<file path="config.mk">
export PLATFORM = sky130hd
export DESIGN_NAME = cache_alloc_inhibit
export DESIGN_NICKNAME = d
export VERILOG_FILES = /design/src/rtl/cia_pkg.sv /design/src/rtl/cia_treg.sv /design/src/rtl/cia_store.sv /design/src/rtl/cia_snoop.sv /design/src/rtl/cia_ctrl.sv /design/src/rtl/cache_alloc_inhibit.sv
export SDC_FILE = /design/constraint.sdc
export NUM_CORES = 1
export LEC_CHECK = 0
export BUFFER_PORTS_ARGS = -buffer_cell sky130_fd_sc_hd__buf_2
export CORE_AREA = 5 5 419 256
export DETAILED_ROUTE_END_ITERATION = 8
export DIE_AREA = 0 0 424 261
export HOLD_SLACK_MARGIN = 0.1
export PLACE_DENSITY = 0.72
export SLEW_MARGIN = 10
export SYNTH_ARGS = -nofsm -noshare
export SYNTH_HDL_FRONTEND = slang
export SYNTH_HIERARCHICAL = 1
export SYNTH_SLANG_ARGS = --single-unit
</file>
<file path="constraint.sdc">
create_clock -name clk_i -period 5.9 [get_ports clk_i]
set_input_delay 0.295 -clock clk_i [delete_from_list [all_inputs] [get_ports clk_i]]
set_output_delay 0.295 -clock clk_i [all_outputs]
set_load 0.02 [all_outputs]
</file>
<file path="src/rtl/cia_pkg.sv">
package cia_pkg;
  typedef enum logic [1:0] {
    ST_IDLE   = 2'd0,
    ST_FILL   = 2'd1,
    ST_WRITE  = 2'd2,
    ST_BYPASS = 2'd3
  } cia_state_e;

  localparam int unsigned TREG_W      = 32;
  localparam int unsigned INHIBIT_BIT = 3;
endpackage

</file>
<file path="src/rtl/cia_treg.sv">
module cia_treg
  import cia_pkg::*;
(
  input  logic              clk_i,
  input  logic              rst_ni,
  input  logic              we_i,
  input  logic [TREG_W-1:0] wdata_i,
  output logic [TREG_W-1:0] q_o,
  output logic              inhibit_o
);
  logic [TREG_W-1:0] q;

  always_ff @(posedge clk_i or negedge rst_ni) begin
    if (!rst_ni)   q <= '0;
    else if (we_i) q <= wdata_i;
  end

  assign q_o       = q;
  assign inhibit_o = q[INHIBIT_BIT];
endmodule

</file>
<file path="src/rtl/cia_store.sv">
module cia_store #(
  parameter int unsigned ADDR_W = 12,
  parameter int unsigned DATA_W = 32,
  parameter int unsigned SETS   = 8,
  parameter int unsigned WORDS  = 4,
  localparam int unsigned OFF_W  = $clog2(WORDS),
  localparam int unsigned IDX_W  = $clog2(SETS),
  localparam int unsigned TAG_W  = ADDR_W - OFF_W - IDX_W,
  localparam int unsigned LINE_W = ADDR_W - OFF_W
) (
  input  logic              clk_i,
  input  logic              rst_ni,
  // core lookup
  input  logic [ADDR_W-1:0] lk_addr_i,
  output logic              lk_hit_o,
  output logic [DATA_W-1:0] lk_data_o,
  // probe lookup / invalidate
  input  logic [LINE_W-1:0] sn_line_i,
  output logic              sn_hit_o,
  input  logic              sn_inv_i,
  // data word write
  input  logic              wr_en_i,
  input  logic [ADDR_W-1:0] wr_addr_i,
  input  logic [DATA_W-1:0] wr_data_i,
  // line state update
  input  logic              fill_start_i,
  input  logic              fill_done_i,
  input  logic [LINE_W-1:0] line_i
);
  logic [SETS-1:0]   valid;
  logic [TAG_W-1:0]  tag   [SETS];
  logic [DATA_W-1:0] data_q[SETS*WORDS];

  logic [IDX_W-1:0] lk_idx, sn_idx, ln_idx;
  logic [TAG_W-1:0] lk_tag, sn_tag, ln_tag;

  assign lk_idx = lk_addr_i[OFF_W +: IDX_W];
  assign lk_tag = lk_addr_i[ADDR_W-1 -: TAG_W];
  assign sn_idx = sn_line_i[IDX_W-1:0];
  assign sn_tag = sn_line_i[LINE_W-1 -: TAG_W];
  assign ln_idx = line_i[IDX_W-1:0];
  assign ln_tag = line_i[LINE_W-1 -: TAG_W];

  for (genvar s = 0; s < SETS; s++) begin : g_set
    logic             v_q;
    logic [TAG_W-1:0] t_q;

    always_ff @(posedge clk_i or negedge rst_ni) begin
      if (!rst_ni) begin
        v_q <= 1'b0;
      end else if (fill_done_i && ln_idx == IDX_W'(s)) begin
        v_q <= 1'b1;
      end else if ((fill_start_i && ln_idx == IDX_W'(s)) ||
                   (sn_inv_i && sn_idx == IDX_W'(s))) begin
        v_q <= 1'b0;
      end
    end

    always_ff @(posedge clk_i or negedge rst_ni) begin
      if (!rst_ni)                                   t_q <= '0;
      else if (fill_done_i && ln_idx == IDX_W'(s))   t_q <= ln_tag;
    end

    assign valid[s] = v_q;
    assign tag[s]   = t_q;
  end

  always_ff @(posedge clk_i) begin
    if (wr_en_i) data_q[wr_addr_i[OFF_W+IDX_W-1:0]] <= wr_data_i;
  end

  assign lk_hit_o  = valid[lk_idx] && (tag[lk_idx] == lk_tag);
  assign lk_data_o = data_q[lk_addr_i[OFF_W+IDX_W-1:0]];
  assign sn_hit_o  = valid[sn_idx] && (tag[sn_idx] == sn_tag);
endmodule

</file>
<file path="src/rtl/cia_snoop.sv">
module cia_snoop (
  input  logic clk_i,
  input  logic rst_ni,
  input  logic valid_i,
  input  logic inv_i,
  input  logic lookup_hit_i,
  output logic inv_o,
  output logic hit_o
);
  logic hit_q;

  always_ff @(posedge clk_i or negedge rst_ni) begin
    if (!rst_ni) hit_q <= 1'b0;
    else         hit_q <= valid_i && lookup_hit_i;
  end

  assign inv_o = valid_i && inv_i && lookup_hit_i;
  assign hit_o = hit_q;
endmodule

</file>
<file path="src/rtl/cia_ctrl.sv">
module cia_ctrl
  import cia_pkg::*;
#(
  parameter int unsigned ADDR_W = 12,
  parameter int unsigned DATA_W = 32,
  parameter int unsigned WORDS  = 4,
  localparam int unsigned OFF_W  = $clog2(WORDS),
  localparam int unsigned LINE_W = ADDR_W - OFF_W
) (
  input  logic              clk_i,
  input  logic              rst_ni,
  input  logic              cpu_req_i,
  input  logic              cpu_we_i,
  input  logic [ADDR_W-1:0] cpu_addr_i,
  input  logic [DATA_W-1:0] cpu_wdata_i,
  output logic              cpu_ready_o,
  output logic [DATA_W-1:0] cpu_rdata_o,
  input  logic              snp_busy_i,
  input  logic              inhibit_i,
  input  logic              lk_hit_i,
  input  logic [DATA_W-1:0] lk_data_i,
  output logic              mem_req_o,
  output logic              mem_we_o,
  output logic [ADDR_W-1:0] mem_addr_o,
  output logic [DATA_W-1:0] mem_wdata_o,
  input  logic              mem_ack_i,
  input  logic [DATA_W-1:0] mem_rdata_i,
  output logic              st_wr_en_o,
  output logic [ADDR_W-1:0] st_wr_addr_o,
  output logic [DATA_W-1:0] st_wr_data_o,
  output logic              st_fill_start_o,
  output logic              st_fill_done_o,
  output logic [LINE_W-1:0] st_line_o
);
  cia_state_e        state_q, state_d;
  logic [ADDR_W-1:0] addr_q;
  logic [DATA_W-1:0] wdata_q;
  logic [OFF_W-1:0]  cnt_q, cnt_d;
  logic              serve;

  // probe wins the idle slot; core waits one cycle
  assign serve = (state_q == ST_IDLE) && cpu_req_i && !snp_busy_i;

  always_comb begin
    state_d         = state_q;
    cnt_d           = cnt_q;
    cpu_ready_o     = 1'b0;
    cpu_rdata_o     = lk_data_i;
    mem_req_o       = 1'b0;
    mem_we_o        = 1'b0;
    mem_addr_o      = addr_q;
    mem_wdata_o     = wdata_q;
    st_wr_en_o      = 1'b0;
    st_wr_addr_o    = cpu_addr_i;
    st_wr_data_o    = cpu_wdata_i;
    st_fill_start_o = 1'b0;
    st_fill_done_o  = 1'b0;
    st_line_o       = addr_q[ADDR_W-1:OFF_W];

    unique case (state_q)
      ST_IDLE: begin
        st_line_o = cpu_addr_i[ADDR_W-1:OFF_W];
        if (serve) begin
          if (cpu_we_i) begin
            state_d    = ST_WRITE;
            st_wr_en_o = lk_hit_i;
          end else if (lk_hit_i) begin
            cpu_ready_o = 1'b1;
          end else if (inhibit_i) begin
            state_d = ST_BYPASS;
          end else begin
            state_d         = ST_FILL;
            st_fill_start_o = 1'b1;
            cnt_d           = '0;
          end
        end
      end

      ST_FILL: begin
        mem_req_o  = 1'b1;
        mem_addr_o = {addr_q[ADDR_W-1:OFF_W], cnt_q};
        if (mem_ack_i) begin
          st_wr_en_o   = 1'b1;
          st_wr_addr_o = {addr_q[ADDR_W-1:OFF_W], cnt_q};
          st_wr_data_o = mem_rdata_i;
          cnt_d        = cnt_q + OFF_W'(1);
          if (cnt_q == OFF_W'(WORDS - 1)) begin
            st_fill_done_o = 1'b1;
            state_d        = ST_IDLE;  // request replays as a hit
          end
        end
      end

      ST_WRITE: begin
        mem_req_o = 1'b1;
        mem_we_o  = 1'b1;
        if (mem_ack_i) begin
          cpu_ready_o = 1'b1;
          state_d     = ST_IDLE;
        end
      end

      ST_BYPASS: begin
        mem_req_o   = 1'b1;
        cpu_rdata_o = mem_rdata_i;
        if (mem_ack_i) begin
          cpu_ready_o = 1'b1;
          state_d     = ST_IDLE;
        end
      end

      default: state_d = ST_IDLE;
    endcase
  end

  always_ff @(posedge clk_i or negedge rst_ni) begin
    if (!rst_ni) begin
      state_q <= ST_IDLE;
      cnt_q   <= '0;
      addr_q  <= '0;
      wdata_q <= '0;
    end else begin
      state_q <= state_d;
      cnt_q   <= cnt_d;
      if (serve) begin
        addr_q  <= cpu_addr_i;
        wdata_q <= cpu_wdata_i;
      end
    end
  end
endmodule

</file>
<file path="src/rtl/cache_alloc_inhibit.sv">
module cache_alloc_inhibit
  import cia_pkg::*;
#(
  parameter int unsigned ADDR_W     = 12,
  parameter int unsigned DATA_W     = 32,
  parameter int unsigned SETS       = 8,
  parameter int unsigned LINE_WORDS = 4
) (
  input  logic                                  clk_i,
  input  logic                                  rst_ni,
  input  logic                                  cpu_req_i,
  input  logic                                  cpu_we_i,
  input  logic [ADDR_W-1:0]                     cpu_addr_i,
  input  logic [DATA_W-1:0]                     cpu_wdata_i,
  output logic                                  cpu_ready_o,
  output logic [DATA_W-1:0]                     cpu_rdata_o,
  output logic                                  mem_req_o,
  output logic                                  mem_we_o,
  output logic [ADDR_W-1:0]                     mem_addr_o,
  output logic [DATA_W-1:0]                     mem_wdata_o,
  input  logic                                  mem_ack_i,
  input  logic [DATA_W-1:0]                     mem_rdata_i,
  input  logic                                  snp_valid_i,
  input  logic                                  snp_inv_i,
  input  logic [ADDR_W-$clog2(LINE_WORDS)-1:0]  snp_line_i,
  output logic                                  snp_hit_o,
  input  logic                                  treg_we_i,
  input  logic [TREG_W-1:0]                     treg_wdata_i,
  output logic [TREG_W-1:0]                     treg_o
);
  localparam int unsigned OFF_W  = $clog2(LINE_WORDS);
  localparam int unsigned LINE_W = ADDR_W - OFF_W;

  logic              inhibit;
  logic              lk_hit, sn_lookup_hit, sn_inv;
  logic [DATA_W-1:0] lk_data;
  logic              st_wr_en, st_fill_start, st_fill_done;
  logic [ADDR_W-1:0] st_wr_addr;
  logic [DATA_W-1:0] st_wr_data;
  logic [LINE_W-1:0] st_line;

  cia_treg u_treg (
    .clk_i     (clk_i),
    .rst_ni    (rst_ni),
    .we_i      (treg_we_i),
    .wdata_i   (treg_wdata_i),
    .q_o       (treg_o),
    .inhibit_o (inhibit)
  );

  cia_store #(
    .ADDR_W (ADDR_W),
    .DATA_W (DATA_W),
    .SETS   (SETS),
    .WORDS  (LINE_WORDS)
  ) u_store (
    .clk_i        (clk_i),
    .rst_ni       (rst_ni),
    .lk_addr_i    (cpu_addr_i),
    .lk_hit_o     (lk_hit),
    .lk_data_o    (lk_data),
    .sn_line_i    (snp_line_i),
    .sn_hit_o     (sn_lookup_hit),
    .sn_inv_i     (sn_inv),
    .wr_en_i      (st_wr_en),
    .wr_addr_i    (st_wr_addr),
    .wr_data_i    (st_wr_data),
    .fill_start_i (st_fill_start),
    .fill_done_i  (st_fill_done),
    .line_i       (st_line)
  );

  cia_snoop u_snoop (
    .clk_i        (clk_i),
    .rst_ni       (rst_ni),
    .valid_i      (snp_valid_i),
    .inv_i        (snp_inv_i),
    .lookup_hit_i (sn_lookup_hit),
    .inv_o        (sn_inv),
    .hit_o        (snp_hit_o)
  );

  cia_ctrl #(
    .ADDR_W (ADDR_W),
    .DATA_W (DATA_W),
    .WORDS  (LINE_WORDS)
  ) u_ctrl (
    .clk_i           (clk_i),
    .rst_ni          (rst_ni),
    .cpu_req_i       (cpu_req_i),
    .cpu_we_i        (cpu_we_i),
    .cpu_addr_i      (cpu_addr_i),
    .cpu_wdata_i     (cpu_wdata_i),
    .cpu_ready_o     (cpu_ready_o),
    .cpu_rdata_o     (cpu_rdata_o),
    .snp_busy_i      (snp_valid_i),
    .inhibit_i       (inhibit),
    .lk_hit_i        (lk_hit),
    .lk_data_i       (lk_data),
    .mem_req_o       (mem_req_o),
    .mem_we_o        (mem_we_o),
    .mem_addr_o      (mem_addr_o),
    .mem_wdata_o     (mem_wdata_o),
    .mem_ack_i       (mem_ack_i),
    .mem_rdata_i     (mem_rdata_i),
    .st_wr_en_o      (st_wr_en),
    .st_wr_addr_o    (st_wr_addr),
    .st_wr_data_o    (st_wr_data),
    .st_fill_start_o (st_fill_start),
    .st_fill_done_o  (st_fill_done),
    .st_line_o       (st_line)
  );
endmodule

</file>
# == Word-level counts from Yosys, hierarchy flattened ==
# Memories as Yosys holds them, arrays and structs flattened.
# Cells that the tools add are included.
# Widths: inputs -> output; s select.
# op_classes
addsub,1
multipliers,0
n_div,0
order_cmp,4
eq_ne,28
n_shift,0
muxes,67
bitwise_logic,2
reduce_logical,56
# ops
op,n
$mux 32,3
$bmux 7 s3,2
$mux 1,36
$logic_and 1x1->1,31
$mux 7,4
$mux 2,13
$eq 3x3->1 const B,8
$reduce_bool 2->1,9
$eq 7x7->1,2
$eq 3x2->1 const B,4
$mux 10,1
$mux 5,2
$ge 4x4->1 const B,2
$logic_or 1x1->1,8
$lt 3x4->1 const B,2
$ne 2x2->1 const B,4
$not 3->4,2
$bmux 1 s3,2
$eq 2x2->1 const B,3
$eq 3x1->1 const B,2
$logic_not 3->1,2
$ne 2x1->1 const B,3
$pmux 2 s3,1
$reduce_and 6->1,1
other kinds (10),11
# word_totals
ff_bits,145
latchBits,0
ram_bits,1024
romBits,0
in_bits,126
out_inout_bits,112
wordCells,181
n_memories,1
# mem_list
name,words,width,rd,rd_ports_with_merged_regs,write_ports,line,source
u_store.data_q,32,32,1,0,1,cia_store.sv:32,logic [DATA_W-1:0] data_q[SETS*WORDS];

# == Longest topological paths before layout ==
# Gate-level depths: netlist of the first run.
# logic_depth
word_depth,14
ltp_mapped,12

# == Hierarchy ==
# Netlist of the first run, hierarchy kept.
# modules_own_cells
mod,n_inst,cells_per_inst,area_per_inst_um2,seq_area_each_um2
cia_store,1,1771,42568.3,32351.0
cia_ctrl,1,323,3094.2,1201.2
cia_treg,1,69,1352.5,800.8
cia_snoop,1,3,37.5,25.0

# == Worst setup path before layout of the first run ==
# No wires, ideal clock.
# synth_path
path_kind,input port to flip-flop
start,in cpu_addr_i[2]
end,mem u_store.data_q[12][0] (enable)
setup_time_ns,0.421
arrival_time_ns,4.782
path_slack_ns,0.697
cell_stages,12
cell_sequence,buf_2 > buf_4 > mux4_2 > mux2i_1 > xor2_1 > nand4_1 > nor4_1 > inv_1 > o31ai_1 > or3b_2 > clkbuf_1 > nor2_1
# synth_via
elab_chain_len,11
word_cells_on_any_way,15
classes_between,eq/ne (1); mux (12); bitwise (1); reduce/logical (1)
# synth_lines
element,line,source
from (decl),cache_alloc_inhibit.sv:13,"input logic [ADDR_W-1:0] cpu_addr_i,"
$not 3->4 (implied by the code),cia_store.sv:72,assign lk_hit_o = valid[lk_idx] && (tag[lk_idx] == lk_tag);
$bmux 7 s3,cia_store.sv:72,
$mux 7 (implied by the code) (2 in a row),cia_store.sv:72,
$eq 7x7->1,cia_store.sv:72,
$logic_and 1x1->1 (*),cia_store.sv:72,
net lk_hit,cache_alloc_inhibit.sv:35,"logic lk_hit, sn_lookup_hit, sn_inv;"
$mux 1 (*),cia_ctrl.sv:64,if (cpu_we_i) begin
$mux 1 (*),cia_ctrl.sv:63,if (serve) begin
$pmux 1 s2 (*),cia_ctrl.sv:60,unique case (state_q)
net st_wr_en,cache_alloc_inhibit.sv:37,"logic st_wr_en, st_fill_start, st_fill_done;"
$mux 1 (*),cia_store.sv:69,if (wr_en_i) data_q[wr_addr_i[OFF_W+IDX_W-1:0]] <= wr_data_i;
$mux 1 (implied by the code) (*),cia_store.sv:69,
to (decl),cia_store.sv:32,
# Mark *: on every way through the listed nets, which the timed path passes. The rest lies on a longest branch. The select of a mux whose other input is x is not followed.

# == Final worst setup path of the first run ==
# layout_path
start,reg u_store.g_set[7].t_q[4]
end,mem u_store.data_q[20][31] (enable)
# layout_via
elab_chain_len,10
# layout_lines
element,line,source
from (decl),cia_store.sv:46,logic [TAG_W-1:0] t_q;
from (signal assigned),cia_store.sv:61,else if (fill_done_i && ln_idx == IDX_W'(s)) t_q <= ln_tag;
$bmux 7 s3,cia_store.sv:72,
$mux 7 (implied by the code) (2 in a row),cia_store.sv:72,
$eq 7x7->1,cia_store.sv:72,
$logic_and 1x1->1,cia_store.sv:72,
net lk_hit,cache_alloc_inhibit.sv:35,
$mux 1,cia_ctrl.sv:64,
$mux 1,cia_ctrl.sv:63,
$pmux 1 s2,cia_ctrl.sv:60,
net st_wr_en,cache_alloc_inhibit.sv:37,
$mux 1,cia_store.sv:69,
$mux 1 (implied by the code),cia_store.sv:69,
# The timed path passes the listed nets, and every way through them passes these cells. The select of a mux whose other input is x is not followed.

==> metrics.txt, run 1 <==
Setup Buffers After CTS 0; crit end category flip-flop; met1 Use GR 32.7%; synth warn 6; area grow syn2layout 15.8%; RR Endpoint u_store/data_q[20][31]$_DFFE_PP_; max_cap viols 0; syn_nets 2286; fmax 214 MHz; Fin. Hold Viols 0; # H-tree levels 3; Die X 424 um; busiest grt layer met1; TritonCTS clock tree built; Placeable Area 0.103 mm^2; first-pass GRT wire length 174000 um; antenna-violating nets left 0; Num CTS Buffers 105; Slew @ Worst Pin 1.31 ns; clk_lat worst skew 0.72 ns; PortBufs 237; R2R setup slack 1.22 ns; RD Place Congestion 0.857; pin count of the biggest net entering global routing 94; first-pass iteration count of the detailed router 6; max-slew violations 0; Root Buffer clkbuf_16; grt met3 use 7.09%; drt drc 0; outcome finished, final reports clean; Die Span Y 261 um; GRT Util Overall 21.9%; wire length per cell 30.5 um; min Tclk post-route 4.68 ns; PwrDens 364 mW/mm^2; CTS resizes 0; RR Startpoint u_store/g_set[7].t_q[4]$_DFFE_PN0P_; Max FO, Critical Path 9; skew final 0.0304 ns; final setup vio count 0; worst vdd ir 0.278 mV; worst relative slew slack 12.5%; type of the worst setup path reg2reg; CP startpoint kind flip-flop; Mean Syn Cell Area 21.8 um^2; clock tree buffer depth 3; total leakage power 18.6 nW; mean number of vias per cell 6.02; die area 0.111 mm^2; commonest cells after routing, fill and taps aside 1024 x edfxtp_1, 340 x mux4_2, 232 x buf_2, 183 x mux2_2, 146 x nand2_1; vias in the first global route 24100; CP Data Arrival Time 5.09 ns; commonest non-fill, non-tap cell in the layout edfxtp_1; CTS Hold Bufs 78; worst setup margin 1.22 ns; Hold/Removal Path Class in2async; global route overflow 0; unrepaired setup endpoints after global routing no; Final period util 79.3%; Nets 2661; met2 usage 31.8%; initial antenna violation count 8; detailed placement HPWL 75700 um; Synth Cell Area 0.0470 mm^2; vias 24000; synthesized instance count 2159; I/O Pins 238; required time worst endpoint 6.31 ns; Worst-path clk slew 0.07 ns; DR iter-0 viols 3100; Fin Setup TNS 0 ns; initial core utilization 45.4%; detailed-route wire length 121000 um; pre-CTS WS 0.760 ns; clk sinks 1169; row count 92; Worst Reg2Reg Path Length in Cells 12; share of cells above drive strength 1 40.8%
-- metal layers --
metal / part of all wire [%] / up-vias
met5: 0.083 / -
met4: 1.8 / 2
met3: 12 / 150
met2: 45 / 1402
met1: 41 / 12800
li1: - / 9698
-- power breakdown --
part,internal [mW],switching [mW]
Sequential,9.72,0.267
Combinational,1.05,1.88
Clock,3.83,3.07
-- critical path: stages, from the launching register on --
cell and delay [ns]:
dfrtp_1 0.40, mux4_2 0.48, mux2i_1 0.22, xor2_1 0.23, nand4_1 0.12, nor4_1 0.63, buf_4 0.25, inv_1 0.06
o31ai_1 0.40, buf_4 0.21, or3b_2 0.69, nor2_4 0.38, buf_4 0.26
-- stage by stage --
stage	utilization, %	area, um^2	power, mW	instances	hold slack [ns]
floorplan	-	47000	11.9	2159	-0.000591
global placement	48.5	50200	12.9	3712	0.380
detailed placement	48.5	50200	13.0	3712	0.398
CTS	52.5	54400	19.9	3987	0.176
global route	52.5	54400	20.5	3987	0.219
finish	52.6	54400	19.8	3989	0.200
-- cell type report --
cell class | instances | area [um^2]
Timing Repair Buffer | 396 | 2810
Antenna cell | 2 | 5.00
Tap cell | 1363 | 1710
Sequential cell | 1169 | 34400
Inverter | 6 | 22.5
Clock buffer | 130 | 2760
Multi-Input combinational cell | 856 | 12000
Fill cell | 7740 | 49100
Clock inverter | 67 | 659
-- flip-flops by register name (all words and copies together) (netlist names) --
name and flops:
u_ctrl/addr_q 12, u_ctrl/cnt_q 2, u_snoop/hit_o 1, u_store/g_set.v_q 8
u_treg/q_o 32, u_ctrl/mem_wdata_o 32, u_store/g_set.t_q 56, u_ctrl/state_q 2
u_store/data_q 1024
-- worst max path at each step --
stage / depth (start not counted) / start / end / slack [ns]
after floorplan: 12 / cpu_addr_i[2] / u_store/data_q[12][0]$_DFFE_PP_ / 0.70
after global placement: 13 / cpu_addr_i[2] / u_store/data_q[28][29]$_DFFE_PP_ / 0.78
after detailed placement: 13 / cpu_addr_i[2] / u_store/data_q[20][20]$_DFFE_PP_ / 0.76
after CTS: 12 / u_store/g_set[7].t_q[6]$_DFFE_PN0P_ / u_store/data_q[20][12]$_DFFE_PP_ / 1.22
after global routing: 12 / u_store/g_set[7].t_q[6]$_DFFE_PN0P_ / u_store/data_q[20][31]$_DFFE_PP_ / 1.02
final: 12 / u_store/g_set[7].t_q[4]$_DFFE_PN0P_ / u_store/data_q[20][31]$_DFFE_PP_ / 1.22
(Power assumes the default switching activity.)
==> run 2: changes to the inputs <==
==> constraint.sdc (replaced) <==
create_clock -name clk_i -period 4.55 [get_ports clk_i]
set_input_delay 0.2275 -clock clk_i [delete_from_list [all_inputs] [get_ports clk_i]]
set_output_delay 0.2275 -clock clk_i [all_outputs]
set_load 0.02 [all_outputs]
==> run 2 against run 1 <==
Critical path depth unchanged. Highest routed layer is now met4. Final cell count increased by 0.35%. Clock skew increased by 0.00083 ns. Clock power increased by 28%. Clock-buffer cell count increased by 2. Worst setup slack got worse by 1.1 ns. Utilization increased by 0.59 points. Sequential share of layout area decreased by 0.70 points.
==> metrics.txt, run 2 (synthesis gave the netlist of run 1 again) <==
row count 92; Hold/Removal Path Class in2reg; wire length per cell 29.5 um; outcome finished, final reports clean; drt drc 0; final setup vio count 0; Die Span Y 261 um; Fin Setup TNS 0 ns; Max FO, Critical Path 20; Root Buffer clkbuf_16; unrepaired setup endpoints after global routing no; CP Data Arrival Time 4.79 ns; Setup Buffers After CTS 0; Fin. Hold Viols 0; Placeable Area 0.103 mm^2; PortBufs 237; I/O Pins 238; skew final 0.0312 ns; detailed-route wire length 118000 um; antenna-violating nets left 0; Util after Layout 53.1%; GRT Util Overall 21.4%; initial core utilization 45.4%; # H-tree levels 3; commonest cells after routing, fill and taps aside 1024 x edfxtp_1, 340 x mux4_2, 232 x buf_2, 183 x mux2_2, 146 x nand2_1; fmax 227 MHz; commonest non-fill, non-tap cell in the layout edfxtp_1; crit end category flip-flop; worst setup margin 0.151 ns; initial antenna violation count 7; Multi-input gate area 0.0120 mm^2; pin count of the biggest net entering global routing 108; pre-CTS WS 0.0304 ns; clk_lat worst skew 0.71 ns; required time worst endpoint 4.94 ns; Worst-path clk slew 0.06 ns; Tot Pwr 25.6 mW; worst relative slew slack 17.5%; vias in the first global route 24500; first-pass iteration count of the detailed router 6; max_cap viols 0; filler cell count 7671; mean number of vias per cell 6.03; clk sinks 1169; number of flip-flops under the largest register name 1024; global route overflow 0; first-pass GRT wire length 173000 um; die area 0.111 mm^2; RD Place Congestion 0.876; Num CTS Buffers 104; Final period util 96.7%; worst vdd ir 0.380 mV; clock tree buffer depth 3; type of the worst setup path reg2reg; min Tclk post-route 4.40 ns; area grow syn2layout 17.1%; total leakage power 18.7 nW; Nets 2679; share of cells above drive strength 1 41.1%; vias 24100; CP startpoint kind flip-flop; detailed placement HPWL 75100 um; FF/Latch Area 0.0344 mm^2; Slew @ Worst Pin 1.23 ns; max-slew violations 0; PwrDens 465 mW/mm^2; Die X 424 um; TritonCTS clock tree built; DR iter-0 viols 3266
-- run 2: changes by cell type in the layout (fill, tap and decap cells not counted), sizes merged --
cell and delta:
clkbuf +2, inv -8, buf +18, clkinvlp +2, diode -1, dlygate4sd3 +1
-- run 2: repair_timing --
action                                  4_1_cts  5_1_grt
hold endpoints to repair                    189        0
hold buffers                                 80        0
endpoints found under the setup margin        0        0
resized for setup                             0        0
-- run 2: report_power, final --
part / switching (mW) / internal [mW]
Clock: 3.90 / 4.93
Sequential: 0.345 / 12.6
Combinational: 2.40 / 1.40
-- run 2: final cells by class --
type | count | share of cell area (%)
Multi-Input combinational cell | 856 | 21.9
Clock inverter | 61 | 1.20
Inverter | 6 | 0.0410
Antenna cell | 1 | 0.00455
Tap cell | 1363 | 3.10
Timing Repair Buffer | 415 | 6.25
Clock buffer | 132 | 5.00
Sequential cell | 1169 | 62.5
-- run 2: final timing paths --
kind / start / to / cells past startpoint / slack, ns
min in group asynchronous: rst_ni / u_ctrl/mem_wdata_o[1]$_DFFE_PN0P_ / 4 / 0.61
setup reg to reg: u_store/g_set[7].t_q[4]$_DFFE_PN0P_ / u_store/data_q[4][25]$_DFFE_PP_ / 12 / 0.15
hold reg to reg: u_ctrl/mem_wdata_o[26]$_DFFE_PN0P_ / u_ctrl/mem_wdata_o[26]$_DFFE_PN0P_ / 2 / 0.47
hold / removal: cpu_addr_i[1] / u_ctrl/addr_q[1]$_DFFE_PN0P_ / 3 / 0.16
max in group asynchronous: rst_ni / u_ctrl/mem_wdata_o[13]$_DFFE_PN0P_ / 4 / 3.05
setup / recovery: u_store/g_set[7].t_q[4]$_DFFE_PN0P_ / u_store/data_q[4][25]$_DFFE_PP_ / 12 / 0.15
-- run 2: per-stage QoR --
stage | instance area (um^2) | hold WS [ns] | instances
finish | 55000 | 0.165 | 4003
CTS | 55000 | 0.128 | 4002
global placement | 50800 | 0.173 | 3729
floorplan | 47000 | -0.0681 | 2159
detailed placement | 50800 | 0.186 | 3729
global route | 55000 | 0.167 | 4002
-- run 2: metal layers --
metal	track usage (%)	up-vias	part of all wire, %
met4	5.50	0	2.3
met1	31.9	12800	41
li1	-	9707	-
met5	0	-	0
met2	32.2	1410	46
met3	4.93	187	10
-- run 2: worst max-delay path, cell delays in order (launching register included) --
cell and delay [ns]:
dfrtp_1 0.40, mux4_2 0.48, mux2i_1 0.19, xor2_1 0.23, nand4_1 0.21, nor4_1 0.55
inv_1 0.16, o31ai_1 0.50, buf_4 0.22, or3b_2 0.48, buf_12 0.18, nor2_4 0.23
buf_12 0.21
==> run 3: changes to the inputs <==
==> constraint.sdc (replaced) <==
create_clock -name clk_i -period 4.86 [get_ports clk_i]
set_input_delay 0.243 -clock clk_i [delete_from_list [all_inputs] [get_ports clk_i]]
set_output_delay 0.243 -clock clk_i [all_outputs]
set_load 0.02 [all_outputs]
==> run 3 against run 2 <==
Register-to-register slack better by 0.63 ns. Critical path depth grew 1. Critical endpoint is now u_store/data_q[20][28]$_DFFE_PP_. Fmax up 7.7%. Via count rose by 0.27%. Largest power group unchanged. Largest cell class unchanged.
==> metrics.txt, run 3 (synthesis gave the netlist of run 1 again) <==
PortBufs 237; Hold Path Depth 5; skew final 0.0501 ns; worst vdd ir 0.329 mV; Util after Layout 53.1%; initial core utilization 45.4%; detailed placement HPWL 75500 um; Worst setup endpoint u_store/data_q[20][28]$_DFFE_PP_; Hold/Removal Path Class in2reg; drt drc 0; clock tree buffer depth 3; unrepaired setup endpoints after global routing no; # placed instances 3723; Nets 2677; wire length per cell 30.0 um; total leakage power 18.7 nW; vias 24200; mean number of vias per cell 6.05; Slew @ Worst Pin 1.20 ns; PwrDens 433 mW/mm^2; Max FO, Critical Path 17; RD Place Congestion 0.869; Die X 424 um; die area 0.111 mm^2; Worst Reg2Reg Path Length in Cells 13; global route overflow 0; Final period util 84.0%; Fin. Hold Viols 0; Placed Area 0.0508 mm^2; final setup vio count 0; Root Buffer clkbuf_16; CP startpoint kind flip-flop; HP Start cpu_req_i; filler cell count 7677; Tot Pwr 23.8 mW; type of the worst setup path reg2reg; row count 92; design area 0.0550 mm^2; max_cap viols 0; CP Data Arrival Time 4.46 ns; required time worst endpoint 5.24 ns; R2R setup slack 0.78 ns; RR Endpoint u_store/data_q[20][28]$_DFFE_PP_; max-slew violations 0; Worst-path clk slew 0.06 ns; GRT Util Overall 21.7%; first-pass GRT wire length 174000 um; post-route insts no fill 4002; share of cells above drive strength 1 40.8%; antenna-violating nets left 0; commonest non-fill, non-tap cell in the layout edfxtp_1; fmax 245 MHz; Flop pwr share 51.0%; vias in the first global route 24500; area grow syn2layout 17.1%; Placeable Area 0.103 mm^2; clock share of power 34.1%; crit end category flip-flop; Sw Pwr 6.30 mW; RR Startpoint u_store/g_set[7].t_q[2]$_DFFE_PN0P_; outcome finished, final reports clean; # H-tree levels 3; min Tclk post-route 4.08 ns; clk_lat worst skew 0.73 ns; DR iter-0 viols 3371; number of flip-flops under the largest register name 1024; worst relative slew slack 19.5%; Num CTS Buffers 104; initial antenna violation count 4; detailed-route wire length 120000 um; worst setup path start u_store/g_set[7].t_q[2]$_DFFE_PN0P_; hold_ws 0.200 ns; internal power 17.5 mW; first-pass iteration count of the detailed router 6; switching part of the total 26.4%; pin count of the biggest net entering global routing 99; combinational power share 14.9%; clk sinks 1169; TritonCTS clock tree built; Antenna diodes 0; Die Span Y 261 um; commonest cells after routing, fill and taps aside 1024 x edfxtp_1, 340 x mux4_2, 232 x buf_2, 183 x mux2_2, 146 x nand2_1; I/O Pins 238
[run 3: changes by cell type in the layout (fill, tap and decap cells not counted), sizes merged]
| cell | change |
|---|---|
| inv | +3 |
| buf | -7 |
| clkinvlp | +5 |
| clkinv | -3 |
| diode | -1 |
| bufinv | -4 |
| dlygate4sd3 | +5 |
| clkbuf | +1 |
[run 3: through the flow]
step	setup TNS [ns]	setup slack (ns)
6_report	0	0.776
5_1_grt	0	0.700
4_1_cts	0	0.831
3_5_place_dp	0	0.720
3_3_place_gp	0	0.714
2_1_floorplan	-73.63	-0.291
[run 3: cell type report]
cell class	count	area, um^2	area share (%)
clock inverter	62	588	1.07
timing repair buffer	413	3520	6.39
clock buffer	133	2740	4.99
inverter	6	22.5	0.0410
sequential	1169	34400	62.5
tap	1363	1710	3.10
multi-input combinational	856	12000	21.9
[run 3: timing repair]
action | in CTS | in global routing
gates resized for setup | 0 | 0
endpoints found under the hold margin | 207 | 0
buffers inserted | 0 | 0
hold buffers | 84 | 0
[run 3: how the worst min path moves through the flow]
stage                                         to  slack (ns)
finish              u_ctrl/addr_q[1]$_DFFE_PN0P_        0.20
global route        u_ctrl/addr_q[1]$_DFFE_PN0P_        0.17
CTS                 u_ctrl/addr_q[1]$_DFFE_PN0P_        0.13
detailed placement    u_treg/q_o[24]$_DFFE_PN0P_        0.46
global placement      u_treg/q_o[20]$_DFFE_PN0P_        0.42
floorplan           u_ctrl/addr_q[0]$_DFFE_PN0P_       -0.05
[run 3: worst max-delay path, cell delays in order (launching register included)]
cell and delay (ns):
dfrtp_1 0.39, mux4_2 0.47, mux2i_1 0.21, xor2_1 0.24, nand4_1 0.18, nor4_1 0.41, buf_4 0.23, inv_1 0.08
o31ai_1 0.25, buf_4 0.18, or3b_2 0.49, buf_12 0.18, nor2_4 0.18, buf_12 0.23
[run 3: power groups by stage]
stage          combinational, mW  clock, mW  sequential, mW
2_1_floorplan               2.02          0            12.4
4_1_cts                     3.55       8.26            12.1
3_3_place_gp                3.38          0            12.3
3_5_place_dp                3.48          0            12.3
5_1_grt                     3.78       8.73            12.2
6_report                    3.56       8.11            12.1
[run 3: routing by layer]
metal	track usage (%)	share of wire [%]
met1	32.4	41
met2	32.2	46
met3	5.64	11
met4	5.35	2.1
met5	0	0
